==> config.mk <==
export PLATFORM = sky130hd
export DESIGN_NAME = soft_atten
export DESIGN_NICKNAME = d
export VERILOG_FILES = /design/src/rtl/soft_atten.sv
export SDC_FILE = /design/constraint.sdc
export NUM_CORES = 2
export LEC_CHECK = 0
export CAP_MARGIN = 40
export CORE_MARGIN = 1
export CORE_UTILIZATION = 60
export DETAILED_ROUTE_END_ITERATION = 10
export PLACE_DENSITY = 0.83
export REMOVE_ABC_BUFFERS = 1
export SYNTH_ARGS = -nofsm -noshare
export SYNTH_HDL_FRONTEND = slang
export SYNTH_SLANG_ARGS = --single-unit
==> constraint.sdc <==
create_clock -name clk -period 16.05 [get_ports clk]
set_input_delay 1.605 -clock clk [delete_from_list [all_inputs] [get_ports clk]]
set_output_delay 1.605 -clock clk [all_outputs]
set_load 0.05 [all_outputs]
==> src/rtl/soft_atten.sv <==
module soft_atten #(
  parameter int DW      = 24,
  parameter int CW      = 8,
  parameter int RAMP    = 1024,
  parameter int ZFRAMES = 8192,
  parameter int ZLSB    = 4
) (
  input  logic          clk,
  input  logic          rst_n,
  input  logic          smp_vld,
  input  logic [DW-1:0] in_l,
  input  logic [DW-1:0] in_r,
  input  logic [CW-1:0] code_l,
  input  logic [CW-1:0] code_r,
  input  logic          indiv,
  input  logic          mute,
  input  logic          mono,
  input  logic          mono_left,
  input  logic          zd_en,
  output logic [DW-1:0] out_l,
  output logic [DW-1:0] out_r,
  output logic          out_vld,
  output logic          zero_l,
  output logic          zero_r,
  output logic          zero_both
);
  localparam int SH  = $clog2(RAMP);
  localparam int GW  = SH + 1;
  localparam int PW  = DW + GW + 1;
  localparam int ZCW = $clog2(ZFRAMES + 1);
  localparam logic signed [PW-1:0] PMAX = {{(PW-DW+1){1'b0}}, {(DW-1){1'b1}}};
  localparam logic signed [PW-1:0] PMIN = {{(PW-DW+1){1'b1}}, {(DW-1){1'b0}}};

  function automatic logic [GW-1:0] gain_of(input logic [CW-1:0] c);
    int t;
    if (c == '0) return GW'(RAMP);
    t = (((2 ** CW) - 1 - int'(c)) * RAMP) >> CW;
    return GW'(t);
  endfunction

  logic [DW-1:0] mono_src;
  logic [DW-1:0] src  [2];
  logic [GW-1:0] tgt  [2];
  logic [GW-1:0] gain [2];
  logic [DW-1:0] q    [2];
  logic [1:0]    zf;

  assign mono_src = mono_left ? in_l : in_r;
  assign src[0]   = mono ? mono_src : in_l;
  assign src[1]   = mono ? mono_src : in_r;
  assign tgt[0]   = mute ? '0 : gain_of(code_l);
  assign tgt[1]   = mute ? '0 : gain_of(indiv ? code_r : code_l);

  for (genvar ch = 0; ch < 2; ch++) begin : g_path
    logic [GW-1:0]          g;
    logic [ZCW-1:0]         cnt;
    logic [ZLSB-1:0]        lo;
    logic [DW-1:0]          y;
    logic signed [PW-1:0]   prod, shf;
    logic [DW-1:0]          res;
    logic                   idle;

    assign prod = PW'($signed(src[ch])) * PW'($signed({1'b0, g})) + PW'(RAMP / 2);
    assign shf  = prod >>> SH;
    assign res  = (shf > PMAX) ? PMAX[DW-1:0] : (shf < PMIN) ? PMIN[DW-1:0] : shf[DW-1:0];
    assign idle = ((&src[ch][DW-1:ZLSB]) || !(|src[ch][DW-1:ZLSB]))
                  && (src[ch][ZLSB-1:0] == lo);

    always_ff @(posedge clk) begin
      if (!rst_n) begin
        g   <= GW'(RAMP);
        cnt <= '0;
        lo  <= '0;
        y   <= '0;
      end else if (smp_vld) begin
        if (g < tgt[ch])      g <= g + 1'b1;
        else if (g > tgt[ch]) g <= g - 1'b1;
        y   <= zf[ch] ? '0 : res;
        lo  <= src[ch][ZLSB-1:0];
        cnt <= !idle ? '0 : (cnt == ZCW'(ZFRAMES)) ? cnt : cnt + 1'b1;
      end
    end

    assign zf[ch]   = zd_en && (cnt == ZCW'(ZFRAMES));
    assign gain[ch] = g;
    assign q[ch]    = y;
  end

  always_ff @(posedge clk) begin
    if (!rst_n) out_vld <= 1'b0;
    else        out_vld <= smp_vld;
  end

  assign out_l     = q[0];
  assign out_r     = q[1];
  assign zero_l    = zf[0];
  assign zero_r    = zf[1];
  assign zero_both = &zf;
endmodule

==> flow_metrics.tcl <==
set metrics [dict create \
    outcome "completed" \
    syn_inst 2893 \
    reg2regPathDepth 21 \
    ant_nets 0 \
    post-dp-hpwl_mm 52.24 \
    synth_top_family_by_area "adder cells" \
    final_cell_mix "579 x inv_1, 466 x fa_1, 394 x nand2_1" \
    max_cap_violations 0 \
    syn-mean-instance-area_sq_um 8.764 \
    synth-main-ff-cell "dfxtp_1" \
    utilization_pct 66.71 \
    clock-root-buffer "clkbuf_16" \
    drc 0 \
    gp_congestion 0.9592 \
    max_freq_mhz 109.1 \
    hold_depth 1 \
    cts_resized 0 \
    grt_max_degree 34 \
    finalHoldViolCount 0 \
    crit_fanout 23 \
    crit_arrival_ns 9.52 \
    synth_seq_cells 107 \
    synthAdderAreaFrac_pct 48.18 \
    core_area_sq_um 41290 \
    setup_tns_ns 0 \
    final_common_cell "inv_1" \
    synthXorXnorAreaFrac_pct 3.661 \
    period_share_pct 57.13 \
    relSlewSlack_pct 29.67 \
    synth_cell_type_count 83 \
    min_path_type "reg -> reg" \
    nets 3710 \
    die_y_um 207.6 \
    synthToLayoutAreaGrowth_pct 8.650 \
    synth_warnings 0 \
    drive_gt1_share_pct 4.411 \
    synthSimpleGateAreaFrac_pct 18.24 \
    postSynth.asyncResetShare_pct 0 \
    avgRoutedWirePerCell_um 18.48 \
    setup_viol 0 \
    ioPinCount 124 \
    fin_skew_ns 0.009267 \
    grt_pass1_wl_mm 108.2 \
    via_per_inst 5.852 \
    critical_path_class "in -> reg" \
    cts_setup_buffers 0 \
    initial_utilization_pct 61.40 \
    clock_path_buffers 2 \
    cts_inserted_buffers 9 \
    synth.cell_area_sq_um 25360 \
    cp.required_ns 16.40 \
    place_area_sq_um 27230 \
    portBuffers 123 \
    drt_iter0_drc 1591 \
    ctsHoldBuffers 0 \
    yosys-mux-area-fraction_pct 2.581 \
    cts.sink_count 107 \
    antenna_found_initial 1 \
    synth_compound_area_share_pct 8.335 \
    vias 20370 \
    min_period_ns 9.170 \
    grt-ovfl-total 0 \
    grt_pass1_vias 22270 \
    htree_levels 3 \
    synth_edf_count 0 \
    ys_seq_area_share_pct 8.448 \
    insertion_delay_ns 0.41 \
    worst_slew_pin_slew_ns 1.045 \
    dieArea_sq_um 43090 \
    num_rows 74 \
    cts_tree "yes" \
    stdcell_area_sq_um 27550 \
    setup.worst_path.start_class "input port" \
    rsz0062_at_grt "false" \
    cp-end-kind "flip-flop" \
    clk_pin_slew_ns 0.09 \
    dr.pass1.iters 5 \
    drt_wl_total_mm 64.32 \
    fillCellCount 3236 \
    track_usage_pct 31.36 \
    slew_viol_final 0 \
    dieWidth_um 207.6 \
]
[final cells by class]
| class | count | area, sq um | area share (%) |
|---|---|---|---|
| tap | 532 | 665.6 | 2.416 |
| sequential | 107 | 2142 | 7.775 |
| antenna | 1 | 2.502 | 0.009083 |
| timing repair buffer | 161 | 1693 | 6.145 |
| clock inverter | 6 | 65.06 | 0.2362 |
| inverter | 579 | 2173 | 7.889 |
| multi-input combinational | 2084 | 20570 | 74.66 |
| clock buffer | 10 | 239.0 | 0.8675 |
[path summary, 6_finish.rpt]
check / startpoint / to / slack, ns
max reg2reg: g_path[1].g[2]$_SDFFE_PN0P_ / out_r[12]$_SDFFE_PN0P_ / 8.64
min reg2reg: out_l[11]$_SDFFE_PN0P_ / out_l[11]$_SDFFE_PN0P_ / 0.48
max: mono_left / out_r[12]$_SDFFE_PN0P_ / 6.88
min: out_l[11]$_SDFFE_PN0P_ / out_l[11]$_SDFFE_PN0P_ / 0.48
[worst max-delay path, cell delays in order]
cell,delay [ns]
clkdlybuf4s50_1,0.47
nand2_1,0.51
buf_4,0.37
nand2_1,0.14
nand2_1,0.37
nand2_1,0.15
fa_1,0.52
fa_1,0.52
inv_1,0.06
fa_1,0.48
fa_1,0.49
inv_1,0.05
fa_1,0.53
inv_1,0.06
ha_1,0.39
and3_1,0.19
nand3_1,0.11
a211o_1,0.26
a211o_1,0.37
and3_1,0.26
o31a_1,0.28
xnor2_1,0.45
and4bb_2,0.68
a221o_1,0.20
[cells in the mapped netlist, types with 4 or more instances]
master | instances | area share (%)
mux2i_1 | 35 | 1.4
o21ai_1 | 13 | 0.26
clkbuf_1 | 109 | 1.6
xnor2_1 | 69 | 2.4
ha_1 | 230 | 11
nor2b_1 | 32 | 0.79
dfxtp_1 | 107 | 8.4
buf_2 | 8 | 0.16
o21ai_0 | 31 | 0.61
nor4_1 | 16 | 0.39
nand2b_1 | 15 | 0.37
buf_6 | 4 | 0.18
a211o_1 | 4 | 0.14
a21o_1 | 16 | 0.47
a221oi_1 | 8 | 0.28
inv_1 | 579 | 8.6
or3_1 | 18 | 0.44
nor3_1 | 27 | 0.53
o21a_1 | 12 | 0.36
and2_1 | 247 | 6.1
nand4_1 | 26 | 0.64
or4_1 | 5 | 0.15
fa_1 | 466 | 37
a21oi_1 | 70 | 1.4
nand3_1 | 24 | 0.47
a211oi_1 | 16 | 0.47
and3_1 | 10 | 0.25
a221o_1 | 24 | 0.95
o211ai_2 | 22 | 1.1
nor2_1 | 101 | 1.5
a31oi_1 | 10 | 0.25
a2111oi_0 | 5 | 0.17
xor2_1 | 37 | 1.3
mux2_2 | 27 | 1.2
o21bai_1 | 6 | 0.18
nand2_1 | 394 | 5.8
o211ai_1 | 4 | 0.12
[metal layers]
layer | share of wire, % | track usage (%) | up-vias
li1 | - | - | 9095
met1 | 38 | 38.62 | 10100
met2 | 48 | 52.69 | 960
met3 | 9.4 | 7.050 | 205
met4 | 4.0 | 13.82 | 2
met5 | 0.12 | 1.335 | -
[stage by stage]
step           hold slack, ns  instances  setup WS [ns]
2_1_floorplan          0.4618       2770          5.999
3_3_place_gp           0.4638       3445          6.341
3_5_place_dp           0.4645       3462          6.310
4_1_cts                0.4884       3478          6.766
5_1_grt                0.5093       3480          6.545
6_report               0.4840       3480          6.880
[sequential cells by signal, summed over array words and instances (netlist names)]
signal	count
out_l	24
out_vld	1
g_path.cnt	28
g_path.lo	8
g_path.g	22
out_r	24
[kinds of logic after synthesis]
kind of cell	after synthesis
adder cells (fa/ha/maj)	697
XOR/XNOR	106
buffers and inverters	702
AO/OA/AOI/OAI	281
multiplexers	62
flip-flops	107
AND/OR/NAND/NOR	938
Power is not shown: default switching activity piles up to over one toggle a cycle in this logic, so the estimate is an artifact.
